$ cat src/rtl/lowdly_ecc_pkg.sv
// Package: column construction shared by the encoder and the decoder.
// Column k is the k-th value, in ascending order, of chk_w bits with
// exactly wt ones. Assumes chk_w <= 16 and a data width <= 64.
package lowdly_ecc_pkg;

    localparam int DATA_W_DEF = 16;
    localparam int CHK_W_DEF  = 6;
    localparam int COL_WT_DEF = 3;

    // Return the idx-th constant-weight column pattern.
    function automatic logic [31:0] col_pattern(input int idx, input int chk_w, input int wt);
        logic [31:0] res;
        int          seen;
        res  = '0;
        seen = 0;
        for (int v = 0; v < (1 << chk_w); v++) begin
            if ($countones(v) == wt) begin
                if (seen == idx) res = v;
                seen++;
            end
        end
        return res;
    endfunction

    // Return the mask of data positions whose column has a one in this row.
    function automatic logic [63:0] row_mask(input int row, input int data_w, input int chk_w, input int wt);
        logic [63:0] m;
        logic [31:0] c;
        m = '0;
        for (int k = 0; k < data_w; k++) begin
            c    = col_pattern(k, chk_w, wt);
            m[k] = c[row];
        end
        return m;
    endfunction

endpackage

$ cat src/rtl/lowdly_chk_gen.sv
// Module: check-bit generator. Each check bit is the XOR of the data bits
// whose column has a one in that row. Purely combinational.
module lowdly_chk_gen #(
    parameter int DATA_W = lowdly_ecc_pkg::DATA_W_DEF,
    parameter int CHK_W  = lowdly_ecc_pkg::CHK_W_DEF,
    parameter int COL_WT = lowdly_ecc_pkg::COL_WT_DEF
) (
    input  logic [DATA_W-1:0] data_i,
    output logic [CHK_W-1:0]  chk_o
);

    for (genvar r = 0; r < CHK_W; r++) begin : g_row
        localparam logic [63:0] MASK = lowdly_ecc_pkg::row_mask(r, DATA_W, CHK_W, COL_WT);
        // XOR-reduce the data bits selected by this row.
        always_comb chk_o[r] = ^(data_i & MASK[DATA_W-1:0]);
    end

endmodule

$ cat src/rtl/lowdly_locator.sv
// Module: error locator. Each data bit's flip signal is the AND of the
// syndrome bits at the ones of its column; the zeros are ignored.
// Assumes distinct columns of equal weight COL_WT, so that no column covers another.
module lowdly_locator #(
    parameter int DATA_W = lowdly_ecc_pkg::DATA_W_DEF,
    parameter int CHK_W  = lowdly_ecc_pkg::CHK_W_DEF,
    parameter int COL_WT = lowdly_ecc_pkg::COL_WT_DEF
) (
    input  logic [CHK_W-1:0]  syn_i,
    output logic [DATA_W-1:0] flip_o
);

    for (genvar k = 0; k < DATA_W; k++) begin : g_col
        localparam logic [31:0] COL = lowdly_ecc_pkg::col_pattern(k, CHK_W, COL_WT);
        // AND of the syndrome bits at this column's ones.
        always_comb flip_o[k] = &(syn_i | ~COL[CHK_W-1:0]);
    end

    // Guard the location rule on the syndromes that a single fault can produce.
    always_comb begin
        if ($countones(syn_i) <= COL_WT) begin
            assert_single_flip_R4: assert ($onehot0(flip_o))
                else $error("locator flips more than one bit");
        end
        if ($countones(syn_i) == 1) begin
            assert_chk_err_no_flip_R5: assert (flip_o == '0)
                else $error("check-bit syndrome flips a data bit");
        end
    end

endmodule

$ cat src/rtl/lowdly_sec_decoder.sv
// Module: top level. Holds the encoder, the syndrome and parity logic, the
// locator and the correction XOR. DED_EN selects the double-error variant.
// Assumes a stored word that came from the matching encoder. No registers.
module lowdly_sec_decoder #(
    parameter int DATA_W = lowdly_ecc_pkg::DATA_W_DEF,
    parameter int CHK_W  = lowdly_ecc_pkg::CHK_W_DEF,
    parameter int COL_WT = lowdly_ecc_pkg::COL_WT_DEF,
    parameter bit DED_EN = 1'b1
) (
    input  logic [DATA_W-1:0] enc_data_i,
    output logic [CHK_W-1:0]  enc_chk_o,
    output logic              enc_par_o,
    input  logic [DATA_W-1:0] dec_data_i,
    input  logic [CHK_W-1:0]  dec_chk_i,
    input  logic              dec_par_i,
    output logic [DATA_W-1:0] dec_data_o,
    output logic              dec_err_o,
    output logic              dec_dbl_o
);

    logic [CHK_W-1:0]  recalc_chk;
    logic [CHK_W-1:0]  syn;
    logic [DATA_W-1:0] flip;
    logic              dbl;

    lowdly_chk_gen #(.DATA_W(DATA_W), .CHK_W(CHK_W), .COL_WT(COL_WT)) u_enc_gen (
        .data_i (enc_data_i),
        .chk_o  (enc_chk_o)
    );

    // Overall parity bit for the write path.
    always_comb enc_par_o = ^{enc_data_i, enc_chk_o};

    lowdly_chk_gen #(.DATA_W(DATA_W), .CHK_W(CHK_W), .COL_WT(COL_WT)) u_dec_gen (
        .data_i (dec_data_i),
        .chk_o  (recalc_chk)
    );

    // Syndrome: stored check bits against recomputed ones.
    always_comb syn = dec_chk_i ^ recalc_chk;

    lowdly_locator #(.DATA_W(DATA_W), .CHK_W(CHK_W), .COL_WT(COL_WT)) u_loc (
        .syn_i  (syn),
        .flip_o (flip)
    );

    if (DED_EN) begin : g_ded
        logic word_odd;
        // Overall parity of the stored word; even plus a nonzero syndrome means two flips.
        always_comb word_odd = ^{dec_data_i, dec_chk_i, dec_par_i};
        always_comb dbl = (|syn) && !word_odd;
    end else begin : g_sec
        logic unused_par;
        // Parity input is not consumed in the plain correcting variant.
        always_comb unused_par = dec_par_i;
        always_comb dbl = 1'b0;
    end

    // Apply the correction unless a double error blocks it.
    always_comb dec_data_o = dec_data_i ^ (flip & {DATA_W{!dbl}});

    // Error flag: any nonzero syndrome.
    always_comb dec_err_o = |syn;

    // Double-error flag.
    always_comb dec_dbl_o = dbl;

    // Output-level checks beside the correction logic.
    always_comb begin
        if (syn == '0) begin
            assert_clean_pass_R3: assert (dec_data_o == dec_data_i && !dec_err_o)
                else $error("clean word altered");
        end
        if (dec_dbl_o) begin
            assert_dbl_no_fix_R7: assert (dec_data_o == dec_data_i && dec_err_o)
                else $error("double error was corrected");
        end
        if (!DED_EN) begin
            assert_sec_no_dbl_R9: assert (!dec_dbl_o)
                else $error("double flag in plain variant");
        end
    end

endmodule

$ cat config.mk
export PLATFORM = sky130hd
export DESIGN_NAME = lowdly_sec_decoder
export DESIGN_NICKNAME = d
export VERILOG_FILES = /design/src/rtl/lowdly_ecc_pkg.sv /design/src/rtl/lowdly_chk_gen.sv /design/src/rtl/lowdly_locator.sv /design/src/rtl/lowdly_sec_decoder.sv
export SDC_FILE = /design/constraint.sdc
export NUM_CORES = 1
export LEC_CHECK = 0
export ABC_AREA = 1
export BUFFER_PORTS_ARGS = -buffer_cell sky130_fd_sc_hd__buf_4
export CORE_ASPECT_RATIO = 0.6
export CORE_MARGIN = 5
export CORE_UTILIZATION = 45
export DETAILED_ROUTE_END_ITERATION = 7
export PLACE_DENSITY = 0.7
export SYNTH_ARGS = -nofsm -noshare
export SYNTH_HDL_FRONTEND = slang
export SYNTH_SLANG_ARGS = --single-unit
export TNS_END_PERCENT = 20
$ cat constraint.sdc
create_clock -name vclk -period 6.3
set_input_delay 1.575 -clock vclk [all_inputs]
set_output_delay 1.575 -clock vclk [all_outputs]
set_load 0.02 [all_outputs]
== Word-level counts from Yosys, hierarchy flattened ==
Cells that the tools add are included.

* Input port bits: 39
* Logic and storage cells: 37
* Output and inout port bits: 25
* Bits in registers: 0

* Bitwise gates (word level): 3
* Reduce and logical (&&, ||, !) cells: 34

{| class="wikitable"
|+ Operators by type and width
! cell !! number
|-
| $reduce_xor A16 Y1 || 12
|-
| $reduce_and A3 Y1 || 16
|-
| $reduce_xor A23 Y1 || 1
|-
| $reduce_xor A22 Y1 || 1
|-
| $and A16 B16 Y16 || 1
|-
| $xor A16 B16 Y16 || 1
|-
| $reduce_or A6 Y1 || 1
|-
| $xor A6 B6 Y6 || 1
|-
| $logic_not A1 Y1 || 2
|-
| $logic_and A1 B1 Y1 || 1
|}

== Depth between registers and ports, before layout ==
* Depth in word-level cells: 7
* Depth in mapped cells: 18
* Depth with buffers taken out: 17

== Hierarchy ==
A second synthesis with hierarchy kept.

* Cell total of the unflattened synthesis: 502
* Area, all modules: 2358.5 um^2

{| class="wikitable"
|+ By module, submodules not included
! module !! area an instance (um^2) !! cells each !! times used !! sequential area each (um^2)
|-
| lowdly_sec_decoder || 1142.3 || 246 || 1 || 0.0
|-
| lowdly_chk_gen || 559.3 || 115 || 2 || 0.0
|-
| lowdly_locator || 97.6 || 26 || 1 || 0.0
|}

== Worst setup path before layout ==
OpenSTA, ideal clock, no wires.

* Path kind: in2out
* Start: input enc_data_i[7]
* End: output enc_par_o
* Data arrival time: 3.056 ns
* Data required time: 4.725 ns
* Stages: 17
* Buffers on the path: 1
* Slack: 1.669 ns
* Cell sequence: buf_2 -> inv_1 -> nand2_1 -> nand2_1 -> inv_1 -> nand2_1 -> nand2_1 -> nand2_1 -> nand2_1 -> nand2_1 -> nand3_1 -> nand2_1 -> nand2_1 -> nand2_1 -> nand2_1 -> inv_1 -> nor2_1

* Cells in the longest elaborated chain, start to end: 2
* Elaborated cells on any way between the ends: 4
* Those cells by class: 4 x reduce/logical

{| class="wikitable"
|+ RTL lines
! item !! RTL line !! source
|-
| start: declaration || lowdly_sec_decoder.sv:10 || <nowiki>input logic [DATA_W-1:0] enc_data_i,</nowiki>
|-
| $reduce_xor A16 Y1 || lowdly_chk_gen.sv:15 || <nowiki>always_comb chk_o[r] = ^(data_i & MASK[DATA_W-1:0]);</nowiki>
|-
| named net enc_chk_o[4] || lowdly_sec_decoder.sv:11 || <nowiki>output logic [CHK_W-1:0] enc_chk_o,</nowiki>
|-
| $reduce_xor A22 Y1 || lowdly_sec_decoder.sv:32 || <nowiki>always_comb enc_par_o = ^{enc_data_i, enc_chk_o};</nowiki>
|-
| end: declaration || lowdly_sec_decoder.sv:12 || <nowiki>output logic enc_par_o,</nowiki>
|}

The timed path passes the listed nets, and every way through them passes these cells.

== Worst setup path after layout ==
* Start: input dec_data_i[13]
* End: output dec_data_o[15]

* Cells in the longest elaborated chain, start to end: 7
* Elaborated cells on any way between the ends: 12
* Those cells by class: 3 x bitwise; 9 x reduce/logical

{| class="wikitable"
|+ RTL lines
! item !! RTL line !! source
|-
| start: declaration || lowdly_sec_decoder.sv:13 || <nowiki>input logic [DATA_W-1:0] dec_data_i,</nowiki>
|-
| $reduce_xor A16 Y1 || lowdly_chk_gen.sv:15 ||
|-
| $xor A6 B6 Y6 || lowdly_sec_decoder.sv:40 || <nowiki>always_comb syn = dec_chk_i ^ recalc_chk;</nowiki>
|-
| $reduce_or A6 Y1 || lowdly_sec_decoder.sv:51 || <nowiki>always_comb dbl = (|syn) && !word_odd;</nowiki>
|-
| $logic_and A1 B1 Y1 || lowdly_sec_decoder.sv:51 ||
|-
| $logic_not A1 Y1 || lowdly_sec_decoder.sv:60 || <nowiki>always_comb dec_data_o = dec_data_i ^ (flip & {DATA_W{!dbl}});</nowiki>
|-
| $and A16 B16 Y16 * || lowdly_sec_decoder.sv:60 ||
|-
| $xor A16 B16 Y16 * || lowdly_sec_decoder.sv:60 ||
|-
| end: declaration || lowdly_sec_decoder.sv:16 || <nowiki>output logic [DATA_W-1:0] dec_data_o,</nowiki>
|}

Mark *: on every way between the ends. The rest lies on a longest branch, timed or not.

==> flow_metrics.env <==
export IMPL_measured_slew_at_the_worst_slew_check_pin_ns=0.373
export IMPL_power_per_cell_area_mw_per_mm2=145
export IMPL_grt_overflow_total=0
export IMPL_placement_rows=20
export IMPL_antenna_found_initial=0
export IMPL_die_w_um=106
export IMPL_starting_density_of_the_core_pct=47.7
export IMPL_post_cts_repair_setup_buffers=0
export IMPL_worstPathRequired_ns=4.72
export IMPL_crit_path_top_delay_cell="sky130_fd_sc_hd__nand2_4"
export IMPL_io_pins=64
export IMPL_timing_critical_path_arrival_ns=3.41
export IMPL_drt_vias_per_instance=5.00
export IMPL_report_final_slew_viol_count=0
export IMPL_synth_largest_area_cell="sky130_fd_sc_hd__nand2_1"
export IMPL_timing_final_crit_share_pct=79.1
export IMPL_clock_buffer_count=0
export IMPL_die_area_mm2=0.00715
export IMPL_timing_max_cap_violations=0
export IMPL_ys_top_cells_by_count="sky130_fd_sc_hd__nand2_1 (341), sky130_fd_sc_hd__nand3_1 (75), sky130_fd_sc_hd__inv_1 (57), sky130_fd_sc_hd__nor2_1 (20), sky130_fd_sc_hd__xnor2_1 (17)"
export IMPL_wirelength_mm=8.41
export IMPL_diodes=0
export IMPL_end_kind="output pin"
export IMPL_worst_hold_path_type="input port to output pin"
export IMPL_rsz0062_at_grt="false"
export IMPL_dpl_hpwl_mm=7.27
export IMPL_worst_slew_margin_rel_pct=75.0
export IMPL_crit_path_frequent_cell="sky130_fd_sc_hd__nand2_1"
export IMPL_syn_to_final_growth_pct=19.3
export IMPL_drt_pre_antenna_iters=5
export IMPL_place_ws_ns=1.36
export IMPL_fin_nets=655
export IMPL_n_sequential_cell=0
export IMPL_yosysUniqueCellTypes=19
export IMPL_ws_path_type="input port to output pin"
export IMPL_sequential_cell_area_fraction_in_the_yosys_report_pct=0
export IMPL_power_static_leakage_nw=1.95
export IMPL_core_area_mm2=0.00520
export IMPL_drc_markers=0
export IMPL_via_count=3400
export IMPL_grt_max_degree=34
export IMPL_timing_critical_path_fanout_max=33
export IMPL_cells_after_synthesis=562
export IMPL_setup_tns_final_ns=0
export IMPL_cts_repair_resize_count=0
export IMPL_synth_most_common_cell="sky130_fd_sc_hd__nand2_1"
export IMPL_io_buffer_count=64
export IMPL_hold_viol_final=0
export IMPL_worst_path_largest_cell_delay_ns=0.27
export IMPL_wire_per_inst_um=12.4
export IMPL_synth_warnings=0
export IMPL_netlist_top_cells_area="sky130_fd_sc_hd__nand2_1 (52%), sky130_fd_sc_hd__nand3_1 (15%), sky130_fd_sc_hd__inv_1 (8.6%)"
export IMPL_place_congestion=1.00
export IMPL_syn_area_per_cell_um2=4.42
export IMPL_number_of_buffers_inserted_for_hold_repair_after_clock_tree_synthesis=0
export IMPL_area_sequential_um2=0
export IMPL_postLayoutSetupSlackWorst_ns=1.32
export IMPL_finalSetupViolCount=0
export IMPL_synth_cell_area_mm2=0.00248
export IMPL_final_antenna_net_count=0
export IMPL_chipHeight_um=67.5
export IMPL_synth_top_area_share_pct=51.5
export IMPL_first_global_vias=2734
export IMPL_crit_path_cell_trace="buf_4, inv_1, nand2_1, nand2_1, xor2_1, nand3_1, nand2_2, inv_2, nor2_4, nand3_4, nand2_4, nand2_1, nand2_1, nand2_1, buf_4"
export IMPL_worst_setup_path_start_kind="input port"
export IMPL_final_min_clock_period_ns=4.98
export IMPL_timing_fmax_ghz=0.201
export IMPL_hold_path_startpoint="dec_data_i[13]"
export IMPL_grt_first_pass_wirelength_mm=13.4
export IMPL_vdd_drop_max_mv=0.0801
export IMPL_run_status="complete, no violations"
export IMPL_worst_hold_path_ep="dec_data_o[13]"
export IMPL_drive_above_1_share_pct=14.0
export IMPL_globalRouteTotalUtil_pct=23.0
export IMPL_holdPathStages=4
export IMPL_first_iter_violations=312
export IMPL_mappedNetlistNets=601
layout make-up:
class	count	area, um^2
multi-input cells	485	2160
well taps	66	82.6
inverters	65	244
repair buffers	64	480
fillers	563	2240
worst max-delay path by stage:
stage	startpoint	end	slack (ns)	cells after the start
after global routing	dec_data_i[2]	dec_data_o[9]	1.11	16
after detailed placement	dec_data_i[5]	dec_data_o[15]	1.36	14
after CTS	dec_data_i[5]	dec_data_o[15]	1.36	14
after floorplan	enc_data_i[7]	enc_par_o	1.67	17
final	dec_data_i[13]	dec_data_o[15]	1.32	15
after global placement	dec_data_i[13]	dec_data_o[9]	1.40	14
stage by stage:
step,hold slack (ns),instances,power (W),util (%),cell area (um^2)
floorplan,3.32,562,0.000309,-,2480
global placement,3.49,680,0.000415,56.9,2960
detailed placement,3.49,680,0.000422,56.9,2960
CTS,3.49,680,0.000424,56.9,2960
global route,3.51,680,0.000476,56.9,2960
finish,3.50,680,0.000430,56.9,2960
routing by layer:
layer | part of all wire [%] | GRT usage, % | wire length (um) | vias up
met1 | 54 | 39.5 | 4510 | 1447
met2 | 35 | 29.9 | 2970 | 151
met5 | 0 | 0 | 0 | -
li1 | - | - | - | 1802
met3 | 11 | 3.06 | 934 | 0
met4 | 0 | 0 | 0 | 0
where the power goes:
group | switching (W) | internal [W]
combinational | 0.000284 | 0.000146
clock | 0 | 0
sequential | 0 | 0
worst max-delay path, delay by kind of cell:
kind / cells / cell delay, ns
xor+xnor: 1 / 0.25
buf+inv: 4 / 0.42
simple gates: 10 / 1.14
logic make-up (layout without fill, tap and decap cells):
| family | count (synthesis) | after routing | synth area share, % |
|---|---|---|---|
| XOR/XNOR | 33 | 33 | 11.9 |
| AND/OR/NAND/NOR | 450 | 450 | 74.5 |
| buffers and inverters | 77 | 129 | 13.2 |
| AO/OA/AOI/OAI | 2 | 2 | 0.403 |
cells in the final DEF (no fill, tap or decap):
master                       n
sky130_fd_sc_hd__o21ai_0     1
sky130_fd_sc_hd__nor2_1     20
sky130_fd_sc_hd__a21oi_1     1
sky130_fd_sc_hd__inv_1      57
sky130_fd_sc_hd__nand2_2     8
sky130_fd_sc_hd__xnor2_1    17
sky130_fd_sc_hd__nand2b_1    1
sky130_fd_sc_hd__buf_4      64
sky130_fd_sc_hd__xnor2_2     1
sky130_fd_sc_hd__nor2_4      3
sky130_fd_sc_hd__nand3_1    75
sky130_fd_sc_hd__nand2_1   341
sky130_fd_sc_hd__nand2_4     1
sky130_fd_sc_hd__inv_2       8
sky130_fd_sc_hd__xor2_1     15
sky130_fd_sc_hd__nand3_4     1
Power figures use the tool's default switching activity.
